## src/rtl/dma_seq_pkg.sv

```systemverilog
package dma_seq_pkg;
  typedef enum logic [1:0] {
    SEL_SRC = 2'd0,
    SEL_DST = 2'd1,
    SEL_CNT = 2'd2,
    SEL_QUAL = 2'd3
  } reg_sel_e;

  localparam logic [7:0] QUAL_FORBIDDEN = 8'h77;

  function automatic logic [2:0] min_sz(input logic [2:0] a, input logic [2:0] b);
    return (a < b) ? a : b;
  endfunction
endpackage

```

## src/rtl/dma_size_pick.sv

```systemverilog
module dma_size_pick #(
  parameter int AW = 32
) (
  input  logic [1:0]    port_sz,
  input  logic [AW-1:0] addr,
  input  logic [AW-1:0] rem,
  input  logic          rem_big,
  output logic [2:0]    sz
);
  import dma_seq_pkg::*;

  logic [2:0] cap_port, cap_align, cap_rem;

  always_comb begin
    unique case (port_sz)
      2'd0:    cap_port = 3'd1;
      2'd1:    cap_port = 3'd2;
      default: cap_port = 3'd4;
    endcase
    if (addr[0])      cap_align = 3'd1;
    else if (addr[1]) cap_align = 3'd2;
    else              cap_align = 3'd4;
    if (rem_big || rem >= AW'(4)) cap_rem = 3'd4;
    else if (rem >= AW'(2))       cap_rem = 3'd2;
    else                          cap_rem = 3'd1;
    sz = min_sz(min_sz(cap_port, cap_align), cap_rem);
  end
endmodule

```

## src/rtl/dma_ptr.sv

```systemverilog
module dma_ptr #(
  parameter int AW = 32
) (
  input  logic          clk,
  input  logic          rst_n,
  input  logic          load,
  input  logic [AW-1:0] load_val,
  input  logic          adv,
  input  logic          hold,
  input  logic [2:0]    step,
  output logic [AW-1:0] q
);
  always_ff @(posedge clk) begin
    if (!rst_n)             q <= '0;
    else if (load)          q <= load_val;
    else if (adv && !hold)  q <= q + AW'(step);
  end
endmodule

```

## src/rtl/dma_seq.sv

```systemverilog
module dma_seq #(
  parameter int AW  = 32,
  parameter int QW  = 8,
  localparam int FW = QW / 2
) (
  input  logic          clk,
  input  logic          rst_n,
  input  logic          wr_en,
  input  logic [1:0]    wr_sel,
  input  logic [AW-1:0] wr_data,
  input  logic [1:0]    rd_sel,
  output logic [AW-1:0] rd_data,
  input  logic [1:0]    src_port_sz,
  input  logic [1:0]    dst_port_sz,
  input  logic          dst_hold,
  input  logic          start,
  input  logic          op_done,
  input  logic          phase_wr,
  output logic [2:0]    op_size,
  output logic [AW-1:0] addr_o,
  output logic [FW-1:0] fc_o,
  output logic          active,
  output logic          done,
  output logic          cfg_err
);
  import dma_seq_pkg::*;

  logic [AW-1:0] src_q, dst_q, cnt_q, cnt_next;
  logic [QW-1:0] qual_q;
  logic          active_q, big_q, done_q, err_q;
  logic [2:0]    sz_src, sz_dst, step;
  logic          host_ok, adv;

  assign host_ok = wr_en && !active_q;
  assign adv     = active_q && op_done;

  dma_size_pick #(.AW(AW)) u_pick_src (
    .port_sz(src_port_sz), .addr(src_q), .rem(cnt_q), .rem_big(big_q), .sz(sz_src));
  dma_size_pick #(.AW(AW)) u_pick_dst (
    .port_sz(dst_port_sz), .addr(dst_q), .rem(cnt_q), .rem_big(big_q), .sz(sz_dst));

  assign step     = min_sz(sz_src, sz_dst);
  assign cnt_next = cnt_q - AW'(step);

  dma_ptr #(.AW(AW)) u_src_ptr (
    .clk(clk), .rst_n(rst_n), .load(host_ok && wr_sel == SEL_SRC), .load_val(wr_data),
    .adv(adv), .hold(1'b0), .step(step), .q(src_q));
  dma_ptr #(.AW(AW)) u_dst_ptr (
    .clk(clk), .rst_n(rst_n), .load(host_ok && wr_sel == SEL_DST), .load_val(wr_data),
    .adv(adv), .hold(dst_hold), .step(step), .q(dst_q));

  always_ff @(posedge clk) begin
    if (!rst_n) begin
      cnt_q    <= '0;
      qual_q   <= '0;
      active_q <= 1'b0;
      big_q    <= 1'b0;
      done_q   <= 1'b0;
      err_q    <= 1'b0;
    end else begin
      done_q <= 1'b0;
      if (host_ok && wr_sel == SEL_CNT) cnt_q <= wr_data;
      if (host_ok && wr_sel == SEL_QUAL) begin
        qual_q <= wr_data[QW-1:0];
        err_q  <= (wr_data[QW-1:0] == QW'(QUAL_FORBIDDEN));
      end
      if (start && !active_q && !err_q) begin
        active_q <= 1'b1;
        big_q    <= (cnt_q == '0);
      end
      if (adv) begin
        cnt_q <= cnt_next;
        big_q <= 1'b0;
        if (cnt_next == '0) begin
          active_q <= 1'b0;
          done_q   <= 1'b1;
        end
      end
    end
  end

  always_comb begin
    unique case (rd_sel)
      SEL_SRC:  rd_data = src_q;
      SEL_DST:  rd_data = dst_q;
      SEL_CNT:  rd_data = cnt_q;
      default:  rd_data = AW'(qual_q);
    endcase
  end

  assign addr_o  = phase_wr ? dst_q : src_q;
  assign fc_o    = phase_wr ? qual_q[QW-1:FW] : qual_q[FW-1:0];
  assign op_size = step;
  assign active  = active_q;
  assign done    = done_q;
  assign cfg_err = err_q;
endmodule

```

## config.mk

```make
export PLATFORM = sky130hd
export DESIGN_NAME = dma_seq
export DESIGN_NICKNAME = d
export VERILOG_FILES = /design/src/rtl/dma_seq_pkg.sv /design/src/rtl/dma_size_pick.sv /design/src/rtl/dma_ptr.sv /design/src/rtl/dma_seq.sv
export SDC_FILE = /design/constraint.sdc
export NUM_CORES = 1
export LEC_CHECK = 0
export CORE_ASPECT_RATIO = 1.2
export CORE_MARGIN = 10
export CORE_UTILIZATION = 40
export CTS_CLUSTER_SIZE = 14
export DETAILED_ROUTE_END_ITERATION = 10
export GPL_TIMING_DRIVEN = 1
export PLACE_DENSITY = 0.66
export SETUP_SLACK_MARGIN = 0.1
export SLEW_MARGIN = 20
export SYNTH_ARGS = -nofsm -noshare
export SYNTH_HDL_FRONTEND = slang
export SYNTH_SLANG_ARGS = --single-unit
```

## constraint.sdc

```tcl
create_clock -name clk -period 18.2 [get_ports clk]
set_clock_uncertainty 0.2 [all_clocks]
set_input_delay 5.46 -clock clk [delete_from_list [all_inputs] [get_ports clk]]
set_output_delay 5.46 -clock clk [all_outputs]
set_load 0.01 [all_outputs]
```

==> reports/qor_table.md, run 1 <==
| Parameter | Value | Unit |
|:---|:---|:---|
| Outcome | finished, final reports clean | - |
| Flip-flop and latch count after synthesis | 108 | - |
| Clock Tree Buf Depth | 2 | - |
| Maximum vdd ir drop | 0.0703 | mV |
| Internal power consumption | 0.000604 | W |
| Clock sink count | 108 | - |
| Count of H-tree levels built during CTS | 3 | - |
| Clock tree from TritonCTS | done | - |
| Number of DRC violations after detailed-routing iteration 0 | 924 | - |
| Switching power share of the total | 0.434 | - |
| Place WS | 3.16 | ns |
| Overall fraction of global-route tracks in use | 0.232 | - |
| Synth async-reset ratio | 0 | - |
| Aggregate global routing overflow | 0 | - |
| Comb power frac | 0.517 | - |
| Root buffer selected by CTS | clkbuf_16 | - |
| Critical path class | in2out | - |
| Post-synth EDFFs | 0 | - |
| Worst relative slew slack | 0.286 | - |
| Number of DRC violations after detailed routing | 0 | - |
| Antenna violations before repair | 0 | - |
| Path depth of the worst reg2reg path | 24 | - |
| Number of distinct library cell variants in the gate-level netlist after synthesis | 66 | - |
| Number of non-filler instances in the completed layout | 1395 | - |
| Global placer's final weighted congestion | 1.03 | - |
| Leak | 3.37 | nW |
| Unrepaired setup endpoints after global routing | no | - |
| Worst EP arrival | 9.41 | ns |
| Data required time at the worst endpoint | 12.54 | ns |
| Number of port buffers | 120 | - |
| Source-to-sink clock delay at the later pin of the worst-skew pair | 0.37 | ns |
| Cell count after placement | 1380 | - |
| Final hold vios | 0 | - |
| Crit Reg-Reg Startpoint | cnt_q[18] | - |
| Share of total power in the clock network | 0.204 | - |
| Register area share after synthesis | 0.267 | - |
| Post-route cell area | 0.00970 | mm^2 |
| Number of cells produced by synthesis | 1071 | - |
| IO Count | 121 | - |
| Post-CTS Setup Repair Bufs | 0 | - |
| FF-to-FF setup slack | 10.96 | ns |
| Critical register-to-register path endpoint | done | - |
| TNS Setup | 0 | ns |
| Placed inst area | 0.00938 | mm^2 |
| Max Slew Vio Count | 0 | - |
| Final worst path period share | 0.828 | - |
| Number of antenna repair diodes | 0 | - |
| TritonCTS Buffers | 9 | - |
| First-pass GRT wire length | 48500 | um |
| Power per unit of standard cell area | 110 | mW/mm^2 |
| Initial cell density of the core | 0.411 | - |
| Post-synthesis instance area | 0.00809 | mm^2 |
| P_sw | 0.000463 | W |
| Fin worst setup slack | 3.13 | ns |
| Type of the tightest min-delay check | reg2reg | - |
| Top fanout value on the critical path | 5 | - |
| Resize count post-CTS | 0 | - |
| YS warnings | 0 | - |
| Total via count after detailed routing | 8691 | - |
| Share of layout cells above drive strength 1 | 0.0829 | - |
| Routed vias/inst | 6.23 | - |
| Average wire per cell in the routed design | 22.5 | um |
| Layout-stage area growth over the synthesis result | 19.9 | % |
| Maximum capacitance violations | 0 | - |
| Width of the die | 150 | um |
| Clk slew on worst S/H paths | 0.08 | ns |
| Vertical die dimension | 176 | um |
| Number of antenna-violating nets in the routed design | 0 | - |
| Core footprint | 0.0197 | mm^2 |
| Area of the die | 0.0263 | mm^2 |
| Hold Path End | qual_q[5] | - |
| Most common cell after layout, fill and taps aside | clkdlybuf4s50_1 | - |
| Highest clock frequency the design can meet | 0.0664 | GHz |
| CP startpoint kind | input port | - |
| Minimum period implied by the final worst setup slack | 15.07 | ns |
| Worst hold path depth | 2 | - |
| Worst slew pin tran | 1.07 | ns |
| NumNets Final | 1203 | - |
| Final count of negative-setup-slack endpoints | 0 | - |
| Pin count of the biggest net entering global routing | 71 | - |
| Number of nets produced by synthesis | 1144 | - |
| Hold Crit Start | qual_q[5] | - |
| Number of standard-cell rows in the floorplan | 56 | - |
| Flip-flop cell with the highest count after synthesis | dfxtp_1 | - |
| Post-detailed-placement half-perimeter wirelength | 22900 | um |
| Routed WL | 31400 | um |
| Highest-count cells in the layout ignoring fill and taps | clkdlybuf4s50_1, nand2_1, nor2_1, dfxtp_1, o21ai_0 | - |
| Capturing element type of the critical path | output pin | - |
| Number of hold buffers added after cts | 0 | - |
| Number of global-route vias before repair | 8400 | - |
| Sequential share of power | 0.279 | - |
| First drt pass iteration count | 7 | - |
| Post-Syn Area per Cell | 7.55 | um^2 |
## stage by stage
step            util  total power, W  hold slack, ns
3_5_place_dp   0.476        0.000842           0.271
2_1_floorplan      -        0.000683           0.241
6_report       0.492         0.00107           0.280
5_1_grt        0.492         0.00114           0.304
4_1_cts        0.492         0.00106           0.283
3_3_place_gp   0.476        0.000835           0.257
## cell families (layout without fill, tap and decap cells)
logic type | count (synthesis) | in the layout | share of synthesized area
fa+ha+maj | 26 | 26 | 0.0430
mux | 73 | 73 | 0.110
flops | 108 | 108 | 0.267
simple gates | 415 | 415 | 0.262
compound gates | 314 | 314 | 0.241
buf+inv | 113 | 176 | 0.0531
xor+xnor | 22 | 22 | 0.0238
## worst max-delay path, cell delays in order
cell,delay [ns]
clkdlybuf4s50_1,0.55
nand2b_1,0.16
inv_1,0.05
ha_1,0.30
a21o_1,0.16
a21oi_1,0.16
mux2i_1,0.11
ha_1,0.22
a21oi_1,0.16
inv_1,0.06
a31oi_1,0.16
mux2_2,0.38
ha_1,0.28
nand2_1,0.05
o21ai_2,0.21
mux2_2,0.41
clkdlybuf4s50_1,0.50
## power by group through the flow
| stage | Sequential, W | Clock [W] | Combinational, W |
|---|---|---|---|
| finish | 0.000298 | 0.000218 | 0.000552 |
| global route | 0.000301 | 0.000230 | 0.000606 |
| CTS | 0.000297 | 0.000219 | 0.000544 |
| detailed placement | 0.000302 | 0 | 0.000540 |
| global placement | 0.000302 | 0 | 0.000533 |
| floorplan | 0.000279 | 0 | 0.000404 |
## per-layer routing
| metal | track usage | routed length, um | up-vias |
|---|---|---|---|
| met5 | 0 | 0 | - |
| met4 | 0.107 | 1440 | 0 |
| met3 | 0.0483 | 2680 | 73 |
| met2 | 0.379 | 14700 | 420 |
| met1 | 0.285 | 12500 | 4107 |
| li1 | - | - | 4091 |
## synth_stat cells (11+ instances only)
cell type,number,area [um^2]
ha_1,23,288
a22oi_1,16,120
nand4_1,24,150
nor4_1,23,144
a31oi_1,14,87.6
o21ai_0,99,495
and2_1,11,68.8
nor3_1,24,120
xnor2_1,13,114
mux2_2,34,383
a222oi_1,11,110
dfxtp_1,108,2160
mux2i_1,29,290
inv_1,30,113
a211oi_1,14,105
a21oi_1,93,465
clkbuf_1,73,274
and3_1,12,75.1
a221oi_1,14,123
nand2_1,117,439
nor2_1,108,405
nand3_1,28,140
## flip-flops by register name, indices dropped and copies added, names as in the netlist
| name | count |
|---|---|
| cnt_q | 32 |
| u_dst_ptr.q | 32 |
| u_src_ptr.q | 32 |
| qual_q | 8 |
| active | 1 |
| big_q | 1 |
| cfg_err | 1 |
| done | 1 |
## final cells by class
class,instances,area [um^2]
well taps,261,327
inverters,30,113
clock buffers,10,229
clock inverters,5,85.1
multi-input cells,850,5510
repair buffers,131,1270
flip-flops and latches,108,2160
fillers,1959,9990
## worst max-delay path by stage
stage / start / endpoint / slack, ns / cells past startpoint
after CTS: src_port_sz[1] / op_size[0] / 3.14 / 15
after detailed placement: src_port_sz[1] / op_size[0] / 3.16 / 15
after global placement: src_port_sz[1] / op_size[0] / 3.24 / 15
final: src_port_sz[1] / op_size[0] / 3.13 / 17
after floorplan: src_port_sz[1] / op_size[0] / 4.41 / 13
after global routing: src_port_sz[1] / op_size[0] / 2.87 / 17
Note: power is estimated with default switching activity, not from simulation.
==> inputs of run 2 (changes only) <==
clock period = 14.1 ns   (was 18.2 ns; I/O delays follow)
==> run 2 against run 1 <==
  * Sequential power grew 29%
  * Non-clock buffer count is the same
  * Die area unchanged
  * Critical path type unchanged
  * Wire length up 0.83%
  * Sequential share of layout area unchanged
  * Power up 30%
  * Largest cell class unchanged
  * First-iteration DRC count down 9.6%
  * Utilization unchanged
  * Flip-flop and latch count did not move
  * Combinational power grew 30%
==> reports/qor_table.md, run 2 (synthesis gave the netlist of run 1 again) <==
| Parameter | Value | Unit | Change |
|:---|:---|:---|:---|
| Power per unit of standard cell area | 143 | mW/mm^2 | was 110 mW/mm^2 |
| Clock Tree Buf Depth | 2 | - | unchanged |
| Number of DRC violations after detailed routing | 0 | - | unchanged |
| Total of fill cells in the finished design | 1946 | - | was 1959 |
| IO Count | 121 | - | unchanged |
| Number of port buffers | 120 | - | unchanged |
| Maximum capacitance violations | 0 | - | unchanged |
| Final hold vios | 0 | - | unchanged |
| Final count of negative-setup-slack endpoints | 0 | - | unchanged |
| Worst relative slew slack | 0.260 | - | was 0.286 |
| Most common cell after layout, fill and taps aside | clkdlybuf4s50_1 | - | unchanged |
| Outcome | finished, final reports clean | - | unchanged |
| Type of the tightest min-delay check | reg2reg | - | unchanged |
| Sequential share of power | 0.277 | - | was 0.279 |
| Post-detailed-placement half-perimeter wirelength | 22900 | um | about the same |
| Top fanout value on the critical path | 5 | - | unchanged |
| Cell count after placement | 1380 | - | unchanged |
| Max Slew Vio Count | 0 | - | unchanged |
| Highest-count cells in the layout ignoring fill and taps | clkdlybuf4s50_1, nand2_1, nor2_1, dfxtp_1, o21ai_0 | - | unchanged |
| First drt pass iteration count | 6 | - | was 7 |
| Share of total power in the clock network | 0.205 | - | was 0.204 |
| Comb power frac | 0.518 | - | was 0.517 |
| Layout-stage area growth over the synthesis result | 19.9 | % | unchanged |
| Clock sink count | 108 | - | unchanged |
| Data required time at the worst endpoint | 9.67 | ns | was 12.54 ns |
| Minimum period implied by the final worst setup slack | 12.67 | ns |  |
| CP startpoint kind | input port | - | unchanged |
| Share of layout cells above drive strength 1 | 0.0829 | - | unchanged |
| Global placer's final weighted congestion | 1.03 | - | about the same |
| NumNets Final | 1203 | - | unchanged |
| Number of DRC violations after detailed-routing iteration 0 | 835 | - | was 924 |
| Unrepaired setup endpoints after global routing | no | - | unchanged |
| Number of antenna repair diodes | 0 | - | unchanged |
| Number of hold buffers added after cts | 0 | - | unchanged |
| Capturing element type of the critical path | output pin | - | unchanged |
| Internal power consumption | 0.000780 | W | was 0.000604 W |
| Overall fraction of global-route tracks in use | 0.233 | - | was 0.232 |
| Worst slew pin tran | 1.11 | ns | was 1.07 ns |
| TNS Setup | 0 | ns | unchanged |
| FF/Latch Area | 0.00216 | mm^2 | unchanged |
| Number of non-filler instances in the completed layout | 1395 | - | unchanged |
| Pin count of the biggest net entering global routing | 71 | - | unchanged |
| Width of the die | 150 | um | unchanged |
| Initial cell density of the core | 0.411 | - | unchanged |
| Core footprint | 0.0197 | mm^2 | unchanged |
| Clk slew on worst S/H paths | 0.08 | ns | about the same |
| Highest clock frequency the design can meet | 0.0789 | GHz |  |
| Average wire per cell in the routed design | 22.7 | um | was 22.5 um |
| Area of the die | 0.0263 | mm^2 | unchanged |
| Root buffer selected by CTS | clkbuf_16 | - | unchanged |
| Routed WL | 31700 | um | was 31400 um |
| Source-to-sink clock delay at the later pin of the worst-skew pair | 0.37 | ns | about the same |
| Post-CTS Setup Repair Bufs | 0 | - | unchanged |
| Count of H-tree levels built during CTS | 3 | - | unchanged |
| TritonCTS Buffers | 9 | - | unchanged |
| Critical path class | in2out | - | unchanged |
| Maximum vdd ir drop | 0.0946 | mV | was 0.0703 mV |
| Largest registers ranked by flip-flop count | cnt_q (32), u_dst_ptr.q (32), u_src_ptr.q (32) | - | unchanged |
| Clock tree from TritonCTS | done | - | unchanged |
| Final worst path period share | 0.899 | - |  |
| First-pass GRT wire length | 48500 | um | about the same |
| P_sw | 0.000607 | W | was 0.000463 W |
| Vertical die dimension | 176 | um | unchanged |
| Switching power share of the total | 0.438 | - | was 0.434 |
| Number of global-route vias before repair | 8341 | - | was 8400 |
| Number of standard-cell rows in the floorplan | 56 | - | unchanged |
| Leak | 3.37 | nW | unchanged |
| Core Util, Final | 0.492 | - | unchanged |
| Worst hold margin | 0.277 | ns | was 0.280 ns |
| Routed vias/inst | 6.26 | - | was 6.23 |
| Area of combinational cells with multiple inputs | 0.00551 | mm^2 | unchanged |
| Antenna violations before repair | 0 | - | unchanged |
| Total via count after detailed routing | 8730 | - | was 8691 |
| Resize count post-CTS | 0 | - | unchanged |
| Number of antenna-violating nets in the routed design | 0 | - | unchanged |
| Aggregate global routing overflow | 0 | - | unchanged |
| Worst EP arrival | 8.24 | ns | was 9.41 ns |
[run 2: cell counts in the layout (fill, tap and decap cells not counted)]
Identical to the previous run, type by type.
[run 2: power groups by stage]
stage / clock network, W / registers [W] / logic (W)
after floorplan: 0 / 0.000361 / 0.000522
after global placement: 0 / 0.000390 / 0.000688
after detailed placement: 0 / 0.000390 / 0.000702
after CTS: 0.000285 / 0.000383 / 0.000706
after global routing: 0.000298 / 0.000388 / 0.000791
final: 0.000284 / 0.000384 / 0.000719
[run 2: worst max-delay path: stages]
cell	delay, ns
clkdlybuf4s50_1	0.54
nand2b_1	0.16
inv_1	0.05
ha_1	0.22
a21oi_1	0.20
nand2_1	0.07
o21ai_0	0.13
ha_1	0.32
a21oi_1	0.22
inv_1	0.06
a31oi_1	0.17
mux2_2	0.39
ha_1	0.28
nand2_1	0.05
o21ai_2	0.22
mux2_2	0.41
clkdlybuf4s50_1	0.51
[run 2: per-stage QoR]
stage	cell area, um^2	power, W	worst slack [ns]
floorplan	8090	0.000882	2.77
global route	9700	0.00148	1.18
finish	9700	0.00139	1.43
CTS	9700	0.00137	1.49
global placement	9380	0.00108	1.60
detailed placement	9380	0.00109	1.51
[run 2: worst paths after layout]
path / startpoint / to / slack (ns) / cells after the start
worst min register to register: qual_q[4] / qual_q[4] / 0.28 / 2
worst max register to register: cnt_q[18] / done / 6.76 / 24
worst min-delay path: qual_q[4] / qual_q[4] / 0.28 / 2
worst max-delay path: src_port_sz[1] / op_size[0] / 1.43 / 17
[run 2: layout make-up]
| type | count | area share |
|---|---|---|
| Clock buffer | 10 | 0.0236 |
| Clock inverter | 5 | 0.00878 |
| Inverter | 30 | 0.0116 |
| Multi-Input combinational cell | 850 | 0.568 |
| Sequential cell | 108 | 0.223 |
| Tap cell | 261 | 0.0337 |
| Timing Repair Buffer | 131 | 0.131 |
[run 2: metal layers]
metal,global-route usage,share of wire,up-vias
met5,0,0,-
met4,0.104,0.040,0
met3,0.0391,0.076,69
met2,0.387,0.48,445
met1,0.287,0.41,4136
li1,-,-,4080
==> inputs of run 3 (changes only) <==
HOLD_SLACK_MARGIN = 0.03   (was default)
==> results of run 3 <==
Final layout, timing and power as in run 2 (identical DEF).
